## src/rtl/uart_fmt_pkg.sv

```systemverilog
package uart_fmt_pkg;

   localparam int REG_W = 8;

   typedef struct packed {
      logic       div_access;
      logic       brk;
      logic       par_fixed;
      logic       par_sel;
      logic       par_on;
      logic       stop_long;
      logic [1:0] wlen;
   } line_ctl_t;

   typedef enum logic [2:0] {
      ST_IDLE,
      ST_START,
      ST_DATA,
      ST_PAR,
      ST_STOP,
      ST_BREAK,
      ST_GUARD
   } tx_state_t;

   function automatic logic par_value(line_ctl_t c, logic [REG_W-1:0] d);
      logic [REG_W-1:0] mask;
      logic             ones_odd;
      mask     = 8'hFF >> (2'd3 - c.wlen);
      ones_odd = ^(d & mask);
      if (c.par_fixed) return ~c.par_sel;
      return c.par_sel ? ones_odd : ~ones_odd;
   endfunction

   function automatic int unsigned stop_ticks(line_ctl_t c, int unsigned os);
      if (!c.stop_long) return os;
      if (c.wlen == 2'b00) return os + os / 2;
      return 2 * os;
   endfunction

endpackage

```

## src/rtl/uart_fmt_regs.sv

```systemverilog
module uart_fmt_regs
   import uart_fmt_pkg::*;
#(
   parameter int ADDR_W      = 2,
   parameter int DIV_W       = 16,
   parameter int ADDR_DIV_LO = 0,
   parameter int ADDR_DIV_HI = 1,
   parameter int ADDR_CTL    = 3,
   parameter logic [DIV_W-1:0] DIV_RESET = '0
) (
   input  logic              clk,
   input  logic              rst_n,
   input  logic              wr_en,
   input  logic [ADDR_W-1:0] wr_addr,
   input  logic [REG_W-1:0]  wr_data,
   output line_ctl_t         ctl,
   output logic [DIV_W-1:0]  divisor
);

   localparam logic [ADDR_W-1:0] A_LO  = ADDR_W'(ADDR_DIV_LO);
   localparam logic [ADDR_W-1:0] A_HI  = ADDR_W'(ADDR_DIV_HI);
   localparam logic [ADDR_W-1:0] A_CTL = ADDR_W'(ADDR_CTL);

   if (DIV_W != 2 * REG_W) begin : g_bad_div
      $error("divisor must span exactly two register bytes");
   end
   if (ADDR_DIV_LO == ADDR_DIV_HI || ADDR_DIV_LO == ADDR_CTL || ADDR_DIV_HI == ADDR_CTL) begin : g_bad_map
      $error("register addresses must be distinct");
   end

   always_ff @(posedge clk or negedge rst_n) begin
      if (!rst_n) begin
         ctl     <= '0;
         divisor <= DIV_RESET;
      end else if (wr_en) begin
         if (wr_addr == A_CTL) begin
            ctl <= line_ctl_t'(wr_data);
         end else if (wr_addr == A_LO && ctl.div_access) begin
            divisor[REG_W-1:0] <= wr_data;
         end else if (wr_addr == A_HI && ctl.div_access) begin
            divisor[DIV_W-1:REG_W] <= wr_data;
         end
      end
   end

   // divisor bytes untouched when divisor access is off
   a_r9_div_gate: assert property (@(posedge clk) disable iff (!rst_n)
      (wr_en && !ctl.div_access && (wr_addr == A_LO || wr_addr == A_HI)) |=> $stable(divisor));

endmodule

```

## src/rtl/uart_fmt_baud.sv

```systemverilog
module uart_fmt_baud #(
   parameter int DIV_W = 16
) (
   input  logic             clk,
   input  logic             rst_n,
   input  logic [DIV_W-1:0] divisor,
   output logic             tick
);

   localparam logic [DIV_W-1:0] ONE = DIV_W'(1);

   logic [DIV_W-1:0] cnt;

   always_ff @(posedge clk or negedge rst_n) begin
      if (!rst_n) begin
         cnt  <= '0;
         tick <= 1'b0;
      end else if (divisor == '0) begin
         cnt  <= '0;
         tick <= 1'b0;
      end else if (cnt >= divisor - ONE) begin
         cnt  <= '0;
         tick <= 1'b1;
      end else begin
         cnt  <= cnt + ONE;
         tick <= 1'b0;
      end
   end

   // a zero divisor produces no tick
   a_r10_div_zero_quiet: assert property (@(posedge clk) disable iff (!rst_n)
      ($past(divisor) == '0) |-> !tick);

   // with a divisor above one, ticks never land on adjacent cycles
   a_r10_tick_spacing: assert property (@(posedge clk) disable iff (!rst_n)
      (tick && divisor > ONE && $stable(divisor)) |=> !tick);

endmodule

```

## src/rtl/uart_fmt_ser.sv

```systemverilog
module uart_fmt_ser
   import uart_fmt_pkg::*;
#(
   parameter int OVERSAMPLE = 16
) (
   input  logic             clk,
   input  logic             rst_n,
   input  logic             tick,
   input  line_ctl_t        ctl,
   input  logic [REG_W-1:0] in_data,
   input  logic             in_valid,
   output logic             in_ready,
   output logic             line_bit
);

   localparam int CNT_W = $clog2(2 * OVERSAMPLE);
   localparam logic [CNT_W-1:0] BIT_LAST = CNT_W'(OVERSAMPLE - 1);

   tx_state_t        state;
   logic [CNT_W-1:0] cnt;
   logic [2:0]       bit_idx;
   logic [REG_W-1:0] shreg;
   logic [REG_W-1:0] hold_q;
   logic             hold_full;
   logic [2:0]       nb_m1;
   logic             par_on_q;
   logic             par_bit_q;
   logic [CNT_W-1:0] stop_lim;
   logic             take;
   logic             accept;
   logic             unused_access;

   assign unused_access = ctl.div_access;
   assign in_ready      = !hold_full;
   assign accept        = in_valid && !hold_full;
   assign take = hold_full && tick && !ctl.brk &&
                 (state == ST_IDLE || (state == ST_STOP && cnt == stop_lim));

   always_ff @(posedge clk or negedge rst_n) begin
      if (!rst_n) begin
         hold_full <= 1'b0;
         hold_q    <= '0;
      end else begin
         hold_full <= (hold_full && !take) || accept;
         if (accept) hold_q <= in_data;
      end
   end

   always_ff @(posedge clk or negedge rst_n) begin
      if (!rst_n) begin
         state     <= ST_IDLE;
         cnt       <= '0;
         bit_idx   <= '0;
         shreg     <= '0;
         nb_m1     <= 3'd4;
         par_on_q  <= 1'b0;
         par_bit_q <= 1'b0;
         stop_lim  <= BIT_LAST;
      end else if (ctl.brk) begin
         state <= ST_BREAK;
         cnt   <= '0;
      end else begin
         unique case (state)
            ST_BREAK: begin
               state <= ST_GUARD;
               cnt   <= '0;
            end
            ST_GUARD: if (tick) begin
               if (cnt == BIT_LAST) begin
                  state <= ST_IDLE;
                  cnt   <= '0;
               end else begin
                  cnt <= cnt + 1'b1;
               end
            end
            ST_START: if (tick) begin
               if (cnt == BIT_LAST) begin
                  state   <= ST_DATA;
                  cnt     <= '0;
                  bit_idx <= '0;
               end else begin
                  cnt <= cnt + 1'b1;
               end
            end
            ST_DATA: if (tick) begin
               if (cnt == BIT_LAST) begin
                  cnt   <= '0;
                  shreg <= shreg >> 1;
                  if (bit_idx == nb_m1) begin
                     state <= par_on_q ? ST_PAR : ST_STOP;
                  end else begin
                     bit_idx <= bit_idx + 1'b1;
                  end
               end else begin
                  cnt <= cnt + 1'b1;
               end
            end
            ST_PAR: if (tick) begin
               if (cnt == BIT_LAST) begin
                  state <= ST_STOP;
                  cnt   <= '0;
               end else begin
                  cnt <= cnt + 1'b1;
               end
            end
            ST_STOP: if (tick) begin
               if (cnt == stop_lim) begin
                  state <= ST_IDLE;
                  cnt   <= '0;
               end else begin
                  cnt <= cnt + 1'b1;
               end
            end
            default: ;
         endcase
         if (take) begin
            state     <= ST_START;
            cnt       <= '0;
            shreg     <= hold_q;
            nb_m1     <= 3'd4 + {1'b0, ctl.wlen};
            par_on_q  <= ctl.par_on;
            par_bit_q <= par_value(ctl, hold_q);
            stop_lim  <= CNT_W'(stop_ticks(ctl, OVERSAMPLE) - 1);
         end
      end
   end

   always_comb begin
      unique case (state)
         ST_START, ST_BREAK: line_bit = 1'b0;
         ST_DATA:            line_bit = shreg[0];
         ST_PAR:             line_bit = par_bit_q;
         default:            line_bit = 1'b1;
      endcase
   end

   // a break request moves the sequencer into the break state next cycle
   a_r7_break_enter: assert property (@(posedge clk) disable iff (!rst_n)
      ctl.brk |=> (state == ST_BREAK));

   // a start bit is entered only from idle or from the end of a stop interval
   a_r8_start_origin: assert property (@(posedge clk) disable iff (!rst_n)
      (state == ST_START && $past(state) != ST_START) |->
         ($past(state) == ST_IDLE || $past(state) == ST_STOP));

   // a held byte stays held until a frame takes it
   a_r12_hold_keep: assert property (@(posedge clk) disable iff (!rst_n)
      (hold_full && !take) |=> hold_full);

   // captured length does not move while data bits are on the line
   a_r11_fmt_frozen: assert property (@(posedge clk) disable iff (!rst_n)
      (state == ST_DATA && $past(state) == ST_DATA) |-> $stable(nb_m1));

endmodule

```

## src/rtl/uart_fmt_tx.sv

```systemverilog
module uart_fmt_tx
   import uart_fmt_pkg::*;
#(
   parameter int OVERSAMPLE = 16,
   parameter int ADDR_W     = 2,
   parameter int DIV_W      = 16,
   parameter bit REG_OUT    = 1'b0
) (
   input  logic              clk,
   input  logic              rst_n,
   input  logic              wr_en,
   input  logic [ADDR_W-1:0] wr_addr,
   input  logic [7:0]        wr_data,
   input  logic [7:0]        tx_data,
   input  logic              tx_valid,
   output logic              tx_ready,
   output logic              tx_line
);

   if (OVERSAMPLE < 4 || (OVERSAMPLE % 2) != 0) begin : g_bad_os
      $error("OVERSAMPLE must be even and at least 4");
   end
   if (ADDR_W < 2) begin : g_bad_addr
      $error("ADDR_W must cover addresses 0 to 3");
   end

   line_ctl_t        ctl;
   logic [DIV_W-1:0] divisor;
   logic             tick;
   logic             line_bit;
   logic             line_raw;

   uart_fmt_regs #(.ADDR_W(ADDR_W), .DIV_W(DIV_W)) u_regs (
      .clk     (clk),
      .rst_n   (rst_n),
      .wr_en   (wr_en),
      .wr_addr (wr_addr),
      .wr_data (wr_data),
      .ctl     (ctl),
      .divisor (divisor)
   );

   uart_fmt_baud #(.DIV_W(DIV_W)) u_baud (
      .clk     (clk),
      .rst_n   (rst_n),
      .divisor (divisor),
      .tick    (tick)
   );

   uart_fmt_ser #(.OVERSAMPLE(OVERSAMPLE)) u_ser (
      .clk      (clk),
      .rst_n    (rst_n),
      .tick     (tick),
      .ctl      (ctl),
      .in_data  (tx_data),
      .in_valid (tx_valid),
      .in_ready (tx_ready),
      .line_bit (line_bit)
   );

   assign line_raw = ctl.brk ? 1'b0 : line_bit;

   if (REG_OUT) begin : g_out_reg
      logic line_q;
      always_ff @(posedge clk or negedge rst_n) begin
         if (!rst_n) line_q <= 1'b1;
         else        line_q <= line_raw;
      end
      assign tx_line = line_q;
   end else begin : g_out_comb
      assign tx_line = line_raw;
   end

   // with the tick stopped the line cannot leave idle on its own
   a_r10_stopped_line: assert property (@(posedge clk) disable iff (!rst_n)
      (divisor == '0 && $past(divisor) == '0 && !ctl.brk && $past(tx_line) && $stable(ctl))
         |-> tx_line);

endmodule

```

## config.mk

```make
export PLATFORM = sky130hd
export DESIGN_NAME = uart_fmt_tx
export DESIGN_NICKNAME = d
export VERILOG_FILES = /design/src/rtl/uart_fmt_pkg.sv /design/src/rtl/uart_fmt_regs.sv /design/src/rtl/uart_fmt_baud.sv /design/src/rtl/uart_fmt_ser.sv /design/src/rtl/uart_fmt_tx.sv
export SDC_FILE = /design/constraint.sdc
export NUM_CORES = 1
export LEC_CHECK = 0
export CAP_MARGIN = 40
export CORE_MARGIN = 5
export CORE_UTILIZATION = 45
export CTS_BUF_LIST = sky130_fd_sc_hd__clkbuf_16
export DETAILED_ROUTE_END_ITERATION = 16
export PLACE_DENSITY = 0.7
export REMOVE_ABC_BUFFERS = 1
export SLEW_MARGIN = 5
export SYNTH_ARGS = -nofsm -noshare
export SYNTH_HDL_FRONTEND = slang
export SYNTH_SLANG_ARGS = --single-unit
```

## constraint.sdc

```tcl
create_clock -name clk -period 3.48 [get_ports clk]
set_input_delay 0.522 -clock clk [delete_from_list [all_inputs] [get_ports clk]]
set_output_delay 0.522 -clock clk [all_outputs]
set_load 0.1 [all_outputs]
```

# [Word level (Yosys, flattened, before mapping)]
# Index checks and enable logic that the tools add are counted.
[op_classes] add_sub_neg=7 n_lt_le_gt_ge=1 eq_ne=28 shift=1 muxes=55 n_bitwise=6 reduce_logical=34
[ops] cell="2-to-1 mux 5 bit" n=12
[ops] cell="2-to-1 mux 3 bit" n=17
[ops] cell="2-to-1 mux 16 bit" n=2
[ops] cell="2-to-1 mux 8 bit" n=4
[ops] cell="!= test 4 x 3 -> 1 bit (second input constant)" n=6
[ops] cell="!= test 4 x 2 -> 1 bit (second input constant)" n=5
[ops] cell="case mux 3 bit (6 select lines)" n=1
[ops] cell="adder 16 x 1 -> 16 bit (second input constant)" n=1
[ops] cell="greater-or-equal comparator 16 bit" n=1
[ops] cell="zero test 16 bit" n=1
[ops] cell="2-to-1 mux 1 bit" n=16
[ops] cell="subtractor 16 x 1 -> 16 bit (second input constant)" n=1
[ops] cell="case mux 5 bit (3 select lines)" n=1
[ops] cell="AND reduction 12 bit" n=1
[ops] cell="== test 3 bit (second input constant)" n=3
[ops] cell="bitwise AND 8 bit" n=1
[ops] cell="logical AND 1 bit" n=8
[ops] cell="AND reduction 4 bit" n=2
[ops] cell="nonzero test 2 bit" n=4
[ops] cell="nonzero test 8 bit" n=1
[ops] cell="XOR reduction 8 bit" n=1
[ops] cell="right shift 8 x 2 -> 8 bit (first input constant)" n=1
[ops] cell="AND reduction 7 bit" n=1
[ops] cell="== test 3 x 2 -> 1 bit (second input constant)" n=2
[ops] cell="26 further kinds" n=39
[word_totals] reg_bits=79 inputBits=22 out_inout_bits=2 word_cells=153

# [Logic depth before layout (Yosys ltp)]
# Gate-level depths: netlist of run 1.
[logic_depth] depth_word=14 mapped_depth=13 depth_no_buf=12

# [By module]
# Synthesis of run 1 repeated with hierarchy kept, for this count alone.
[unflattened] hier_cells=412 area_unflattened_um2=4334.2
[by_module_without_submodules] module="uart_fmt_ser" instances=1 cells_each=207 area_each_um2=1951.9 seq_area_each_um2=852.1
[by_module_without_submodules] module="uart_fmt_baud" instances=1 cells_each=152 area_each_um2=1436.4 seq_area_each_um2=425.4
[by_module_without_submodules] module="uart_fmt_regs" instances=1 cells_each=52 area_each_um2=932.1 seq_area_each_um2=600.6
[by_module_without_submodules] module="uart_fmt_tx" instances=1 cells_each=1 area_each_um2=13.8 seq_area_each_um2=0.0

# [Least setup slack after synthesis of run 1]
# OpenSTA, ideal clock, no wires.
[synth_path] path_type="flip-flop to output port" startpoint="register u_ser.state[2]" endpoint="output port tx_line" arrival_ns=3.050 required_ns=2.958 path_slack_ns=-0.092 path_stages_with_launch=5 n_path_buf=1 path_cell_list="dfrtp_1 > buf_2 > nand2b_1 > nor2_1 > a221oi_1"
[synth_between] elab_chain_len=4 word_cells_on_any_way=7 classes_between="4 x eq/ne; 2 x mux; 1 x reduce/logical"
[synth_rtl] element="start, declared" line="uart_fmt_ser.sv:19" source="tx_state_t state;"
[synth_rtl] element="start signal, assigned" line="uart_fmt_ser.sv:90" source="state <= par_on_q ? ST_PAR : ST_STOP;"
[synth_rtl] element="== test 3 x 1 -> 1 bit or == test 3 bit (tied branches)" line="uart_fmt_ser.sv:129" source="unique case (state)"
[synth_rtl] element="OR reduction 2 bit" line="uart_fmt_ser.sv:129"
[synth_rtl] element="case mux 1 bit (3 select lines) *" line="uart_fmt_ser.sv:129"
[synth_rtl] element="2-to-1 mux 1 bit *" line="uart_fmt_tx.sv:61" source="assign line_raw = ctl.brk ? 1'b0 : line_bit;"
[synth_rtl] element="end, declared" line="uart_fmt_tx.sv:17" source="output logic tx_line"
# Mark *: on every way between the ends. The rest lies on a longest branch, timed or not.

# [Final worst setup path of run 1]
[layout_path] startpoint="register u_regs.divisor[5]" endpoint="register u_baud.cnt[15]"
[layout_between] elab_chain_len=4 word_cells_on_any_way=5 classes_between="1 x add/sub; 1 x order compare; 2 x mux; 1 x reduce/logical"
[layout_rtl] element="start, declared" line="uart_fmt_regs.sv:17" source="output logic [DIV_W-1:0] divisor"
[layout_rtl] element="start signal, assigned by index" line="uart_fmt_regs.sv:39" source="divisor[REG_W-1:0] <= wr_data;"
[layout_rtl] element="start signal, assigned by index" line="uart_fmt_regs.sv:41" source="divisor[DIV_W-1:REG_W] <= wr_data;"
[layout_rtl] element="subtractor 16 x 1 -> 16 bit" line="uart_fmt_baud.sv:21" source="end else if (cnt >= divisor - ONE) begin"
[layout_rtl] element="greater-or-equal comparator 16 bit" line="uart_fmt_baud.sv:21"
[layout_rtl] element="2-to-1 mux 16 bit" line="uart_fmt_baud.sv:21"
[layout_rtl] element="2-to-1 mux 16 bit *" line="uart_fmt_baud.sv:18" source="end else if (divisor == '0) begin"
[layout_rtl] element="end signal, assigned" line="uart_fmt_baud.sv:25" source="cnt <= cnt + ONE;"
[layout_rtl] element="end, declared" line="uart_fmt_baud.sv:12" source="logic [DIV_W-1:0] cnt;"
# Marked as above.
# A chain may end at the register's enable or synchronous reset.

==> results.md, run 1 <==
* Max_cap viols at 0
* DRT Pass-1 Iters at 8
* Library cells used by synthesis at 53
* Top FF cell, synth: dfrtp_1
* Number of synthesized register bits at 75
* # Post-CTS Setup Buffers at 0
* Per-cell routed wire length at 15.03 um
* H-tree depth at 3
* Final antenna-violating net count at 0
* Clock network power share at 23.9%
* Area contributors post-synth: dfrtp_1 44%, mux2_2 8.0%, ha_1 6.6%
* Worst Setup End Kind: register
* Area Overhead vs Synth at 14.60%
* Critical Path Start: u_regs.divisor[5]
* Avg Cell Area, Syn at 10.07 sq um
* Synth cell count leaders: 74 x dfrtp_1, 44 x nor2_1, 35 x nand2_1
* Max VDD drop at 0.3653 mV
* Max Slew Vio Count at 0
* First-pass GRT wire length at 14.39 mm
* Layout cell share with drive strength beyond 1 at 14.35%
* WP depth at 9
* Nets at 485
* Synth Warn # at 0
* CTS resizes at 0
* CORE AREA at 9153 sq um
* Status: finished, final reports clean
* Vias post-DR at 3115
* Clock sinks at 75
* Dpl hpwl at 6.144 mm
* Slowest-stage cell, CP: or4_2
* Sequential group share of total power at 42.1%
* Max Freq at 0.3201 GHz
* Final wirelength at 8.372 mm
* DR DRC count at 0
* CTS root buffer: clkbuf_16
* HP Class: input port to asynchronous set/reset pin
* GPL Wtd Cong at 0.8159
* CP startpoint kind: register
* Vias/cell at 5.592
* Reg clk slew, reported paths at 60 ps
* Die Height at 106.6 um
* Initial antenna violation count at 0
* Final hold slack at 102.7 ps
* Number of instances in the placed design at 541
* RSZ-0062 raised after global routing: no
* R2R depth at 9
* Worst-Skew Late Latency at 330 ps
* Share of the synthesized area in the top cell type at 44.11%
* Post-Synthesis Cells at 417
* CTS tree: built
* Remaining Overflow, GRT at 0
* Crit Path Class: register to register
* P_leak at 2.105 nW
* Sw power at 0.001232 W
* Switch share at 35.85%
* Gr usage total at 15.79%
* Crit path DAT at 3310 ps
* Site Rows at 35
* # diodes at 0
* Worst Tran Pin Value at 705.6 ps
* Critical Path Max Stage Delay at 580 ps
* EDFF count, synth at 0
* Most instantiated library cell after synthesis: dfrtp_1
* # hold bufs at CTS at 0
* Critical path fanouts, max at 16
* Worst r2r dst: u_baud.cnt[15]
* Combinational power share at 34.0%
* Period utilization at 89.78%
* Setup violators final at 0
* End of the critical path: u_baud.cnt[15]
* CP cell instances: nor4_2 > nand3_1 > or4_2 > xor2_1 > ha_1 > nand4_1 > a21o_2 > o21ai_2 > nor2_1
* Clk buf depth at 2
* Die area at 11360 sq um
* Synth area leader: dfrtp_1
* CP required at 3670 ps
* Num CTS Buffers at 9
* Initial Utilization at 45.86%
* IO buf count at 23
* Async set-reset flop share out of synthesis at 100.0%
* IO Pins at 24
* Power Density at 714.1 nW/um^2
* Vias in the first global route at 2989
* Min Tclk post-route at 3124 ps
* Final hold viol count at 0
* CP bufs+invs at 0
* Initial DRC count at 117
* R2r startpoint: u_regs.divisor[5]
* Largest delay share family, worst path: simple AND/OR/NAND/NOR gates
* Chip Width at 106.6 um
* Sequential element share of the synthesized area at 44.74%
* Worst R2R Setup Slack at 360 ps
* Netlist Area Pre-Place at 4198 sq um
* Largest net degree at the start of global routing at 51
* Setup Skew at 5.514 ps
* Headroom to the max-slew limit at 52.86%
* Fin cells at 557
* Pint at 0.002204 W
==> sequential cells by signal (all words and copies together) (netlist names) <==
register and cells:
u_ser.shreg 8, u_baud.cnt 16, u_ser.stop_lim 2, u_regs.divisor 16, u_ser.cnt 5, u_ser.state 3, u_ser.bit_idx 3, u_ser.par_bit_q 1
u_ser.hold_q 8, u_ser.par_on_q 1, u_ser.nb_m1 2, u_baud.tick 1, u_regs.ctl 8, u_ser.hold_full 1
==> layer usage <==
layer  part of all wire [%]  GRT usage [%]  vias to the layer above  routed length [um]
li1                       -              -                     1523                   -
met1                     45          20.43                     1524                3756
met2                     50          26.17                       56                4184
met3                    3.5          3.371                       12                 295
met4                    1.6          5.662                        0                 136
met5                      0              0                        -                   0
==> through the flow <==
stage / utilization (%) / TNS [ps] / setup slack (ps) / power (W) / area (sq um)
floorplan: - / -109.7 / -109.7 / 0.002304 / 4126
global placement: 49.23 / 0 / 474.0 / 0.002564 / 4506
detailed placement: 49.69 / 0 / 347.9 / 0.002629 / 4548
CTS: 52.56 / 0 / 340.9 / 0.003472 / 4811
global route: 52.56 / 0 / 156.1 / 0.003713 / 4811
finish: 52.56 / 0 / 355.6 / 0.003435 / 4811
==> power by group through the flow <==
| stage | combinational, W | sequential [W] | clock (W) |
|---|---|---|---|
| 5_1_grt | 0.00134 | 0.00149 | 0.000889 |
| 6_report | 0.00117 | 0.00145 | 0.000822 |
| 2_1_floorplan | 0.000943 | 0.00136 | 0 |
| 4_1_cts | 0.00118 | 0.00145 | 0.000843 |
| 3_3_place_gp | 0.00112 | 0.00144 | 0 |
| 3_5_place_dp | 0.00117 | 0.00146 | 0 |
==> logic make-up (layout without fill, tap and decap cells) <==
logic type,Yosys count,in the layout,share of synthesized area [%]
fa+ha+maj,22,22,6.557
flops,75,75,44.74
compound gates,78,78,11.77
buf+inv,27,56,2.862
xor+xnor,39,39,8.465
mux,31,31,8.286
simple gates,145,145,17.32
==> placed cells by master (no fill, tap or decap), drive strengths merged, types with 2 or more instances in the layout <==
master         Yosys  layout
nor3              11      11
ha                22      22
or4                4       4
clkinv             0       3
clkbuf             6       9
clkinvlp           0       2
nor2b              5       5
clkdlybuf4s50      0      21
and2               4       4
a31oi              3       3
nand3b             2       2
a21boi             3       3
nand2             35      35
dfrtp             74      74
a21oi             18      18
mux2              30      30
nor2              44      44
or2                2       2
nand4              7       7
nor3b              3       3
a41oi              2       2
o32ai              2       2
inv               13      15
o21ai             28      28
o22ai              6       6
and3               5       5
a221oi             4       4
nand2b             5       5
nand3              9       9
xor2              19      19
nor4               4       4
a21o               6       6
a211o              2       2
a211oi             2       2
buf                8       6
xnor2             19      19
==> area by class of cell <==
type / instances / area, sq um
fillers: 830 / 4342
clock buffers: 9 / 225.2
repair buffers: 27 / 282.8
clock inverters: 7 / 37.54
inverters: 13 / 48.80
flip-flops and latches: 75 / 1878
well taps: 111 / 138.9
multi-input cells: 315 / 2200
==> worst reg2reg max path: cells and delay by family, from the launching register on <==
kind	cells	cell delay [ps]
AND/OR/NAND/NOR	5	1340
AO/OA/AOI/OAI	2	780
flip-flops	1	420
adder cells (fa/ha/maj)	1	280
XOR/XNOR	1	170
==> how the worst min path moves through the flow <==
stage	to	depth (start not counted)	slack, ps
final	u_ser.hold_q[1]	1	100
after global routing	u_ser.shreg[2]	1	130
after CTS	u_ser.shreg[2]	1	110
after detailed placement	u_ser.stop_lim[3]	1	440
after global placement	u_ser.stop_lim[3]	1	430
after floorplan	u_baud.cnt[0]	0	230
Power figures use the tool's default switching activity.
==> run 2: changes to the inputs <==
--- a/config.mk
+++ b/config.mk
@@ -7,11 +7,13 @@
 export LEC_CHECK = 0
 export CAP_MARGIN = 40
 export CORE_MARGIN = 5
-export CORE_UTILIZATION = 45
+export CORE_UTILIZATION = 35
 export CTS_BUF_LIST = sky130_fd_sc_hd__clkbuf_16
+export CTS_CLUSTER_SIZE = 12
 export DETAILED_ROUTE_END_ITERATION = 16
-export PLACE_DENSITY = 0.7
+export PLACE_DENSITY = 0.59
 export REMOVE_ABC_BUFFERS = 1
+export SKIP_CTS_REPAIR_TIMING = 1
 export SLEW_MARGIN = 5
 export SYNTH_ARGS = -nofsm -noshare
 export SYNTH_HDL_FRONTEND = slang
==> results.md, run 2 (same netlist as run 1, synthesis figures left out) <==
* Max VDD drop at 0.3195 mV (-13%)
* Chip Width at 119.5 um (+12%)
* Number of instances in the placed design at 578 (+6.8%)
* Critical Path Max Stage Delay at 580 ps (about the same)
* P_leak at 2.137 nW (+1.5%)
* Per-cell routed wire length at 14.51 um (-3.5%)
* Worst-Skew Late Latency at 330 ps (about the same)
* Sw power at 0.001237 W (+0.42%)
* CP cell instances: nor4_2 > nand3_1 > or4_2 > xor2_1 > ha_1 > a21o_1 > a21o_2 > a21oi_1 > nor2b_1 > o21ai_2 > buf_4 > nor2_1
* Slowest-stage cell, CP: or4_2
* R2r startpoint: u_regs.divisor[5]
* Area post-placement at 4601 sq um (+1.2%)
* Pint at 0.002351 W (+6.7%)
* DR DRC count at 0 (unchanged)
* Initial DRC count at 154 (+32%)
* Min Tclk post-route at 3058 ps (-66.40 ps)
* Max Slew Vio Count at 0 (unchanged)
* Switch share at 34.47% (-1.4 points)
* DRT Pass-1 Iters at 4 (-4)
* Critical path fanouts, max at 16 (unchanged)
* Reg clk slew, reported paths at 60 ps (about the same)
* CTS tree: built
* Largest delay share family, worst path: simple AND/OR/NAND/NOR gates
* CP bufs+invs at 1 (+1)
* Total power draw at 0.003587 W (+4.4%)
* CP required at 3730 ps (+60 ps)
* Most common cell after layout, fill and taps aside: dfrtp_1
* Clk buf depth at 2 (unchanged)
* RSZ-0062 raised after global routing: no
* CORE AREA at 11860 sq um (+30%)
* Site Rows at 40 (+14%)
* Fin cells at 594 (+6.6%)
* Num CTS Buffers at 9 (unchanged)
* Final hold viol count at 0 (unchanged)
* Remaining Overflow, GRT at 0 (unchanged)
* # diodes at 0 (unchanged)
* Worst Setup End Kind: register
* Vias in the first global route at 3109 (+4.0%)
* GPL Wtd Cong at 0.7879 (-3.4%)
* Regs by FF count: u_baud.cnt x16, u_regs.divisor x16
* Setup violators final at 0 (unchanged)
* Setup ws final at 422.0 ps (+66.40 ps)
* Max Freq at 0.3270 GHz (+2.2%)
* Period utilization at 87.87% (-1.9 points)
* CTS root buffer: clkbuf_16
* HP Class: input port to asynchronous set/reset pin
* Multi-input gate area at 2200 sq um (unchanged)
* Clock network power share at 27.0% (+3.1 points)
* CP startpoint kind: register
* Pre-CTS WS at 406.1 ps (+58.13 ps)
* Sequential group share of total power at 40.1% (-2.0 points)
* Dpl hpwl at 6.309 mm (+2.7%)
* Crit Path Class: register to register
* Area Overhead vs Synth at 16.99%
* Headroom to the max-slew limit at 49.43% (-3.4 points)
* Combinational power share at 32.9% (-1.1 points)
* Post-route cell area at 4911 sq um (+2.1%)
* Largest net degree at the start of global routing at 64 (+25%)
* Power Density at 730.5 nW/um^2 (+2.3%)
* Status: finished, final reports clean
* H-tree depth at 3 (unchanged)
* Critical Path Start: u_regs.divisor[5]
* Max_cap viols at 0 (unchanged)
* Vias post-DR at 3025 (-2.9%)
* Gr usage total at 13.01% (-2.8 points)
* Final antenna-violating net count at 0 (unchanged)
* Storage cell area at 1878 sq um (unchanged)
* Final wirelength at 8.620 mm (+3.0%)
* Vias/cell at 5.093 (-8.9%)
* # fillers at 1112 (+34%)
* Layout cell share with drive strength beyond 1 at 14.32% (-0.032 points)
* Post-layout util at 41.40% (-11 points)
* Commonest cells after routing, fill and taps aside: 74 x dfrtp_1, 44 x nor2_1, 35 x nand2_1, 30 x mux2_2, 25 x o21ai_0
* Crit path DAT at 3310 ps (about the same)
* Die Height at 119.5 um (+12%)
* Initial antenna violation count at 0 (unchanged)
* Clock sinks at 75 (unchanged)
* Die area at 14280 sq um (+26%)
* Nets at 486 (+0.21%)
* Worst Tran Pin Value at 757.0 ps (+51.45 ps)
* IO buf count at 23 (unchanged)
* Setup Skew at 8.791 ps (+3.276 ps)
* First-pass GRT wire length at 15.06 mm (+4.6%)
* IO Pins at 24 (unchanged)
* Initial Utilization at 35.39% (-10 points)
==> run 2: power by group through the flow <==
| stage | logic, W | registers, W | clock network (W) |
|---|---|---|---|
| floorplan | 0.000943 | 0.00136 | 0 |
| global placement | 0.00115 | 0.00144 | 0 |
| detailed placement | 0.00119 | 0.00145 | 0 |
| CTS | 0.00120 | 0.00144 | 0.000996 |
| global route | 0.00134 | 0.00148 | 0.00103 |
| finish | 0.00118 | 0.00144 | 0.000968 |
==> run 2: metrics by stage <==
step / hold WS, ps / setup TNS [ps]
2_1_floorplan: 226.4 / -109.7
3_3_place_gp: 443.0 / 0
3_5_place_dp: 397.7 / 0
4_1_cts: 34.48 / 0
5_1_grt: 33.93 / 0
6_report: 34.60 / 0
==> run 2: worst paths after layout <==
kind                                          end  cells after the start  slack, ps
worst max-delay path                u_baud.cnt[0]                     12        420
worst min-delay path             u_ser.bit_idx[2]                      1         30
worst max register to register      u_baud.cnt[0]                     12        420
worst min register to register  u_ser.stop_lim[3]                      1        450
max in group asynchronous       u_ser.stop_lim[3]                      2       2840
min in group clk                u_ser.stop_lim[3]                      1        450
==> run 2: final cells by class <==
class / count / area share [%]
Multi-Input combinational cell: 315 / 44.79
Tap cell: 147 / 3.745
Clock buffer: 9 / 4.586
Sequential cell: 75 / 38.24
Timing Repair Buffer: 28 / 5.911
Clock inverter: 7 / 1.732
Inverter: 13 / 0.9936
==> run 2: metal layers <==
| metal | share of wire (%) | routed length, um | GRT usage [%] |
|---|---|---|---|
| met3 | 2.3 | 196 | 3.252 |
| met5 | 0 | 0 | 0 |
| met4 | 1.8 | 154 | 5.154 |
| met1 | 46 | 3981 | 16.39 |
| met2 | 50 | 4288 | 21.47 |
==> run 2: worst reg2reg max path, stage by stage, from the launching register on <==
cell     delay [ps]
dfrtp_1         420
nor4_2          360
nand3_1         210
or4_2           580
xor2_1          160
ha_1            180
a21o_1          150
a21o_2          200
a21oi_1         180
nor2b_1         180
o21ai_2          60
buf_4           190
nor2_1          120
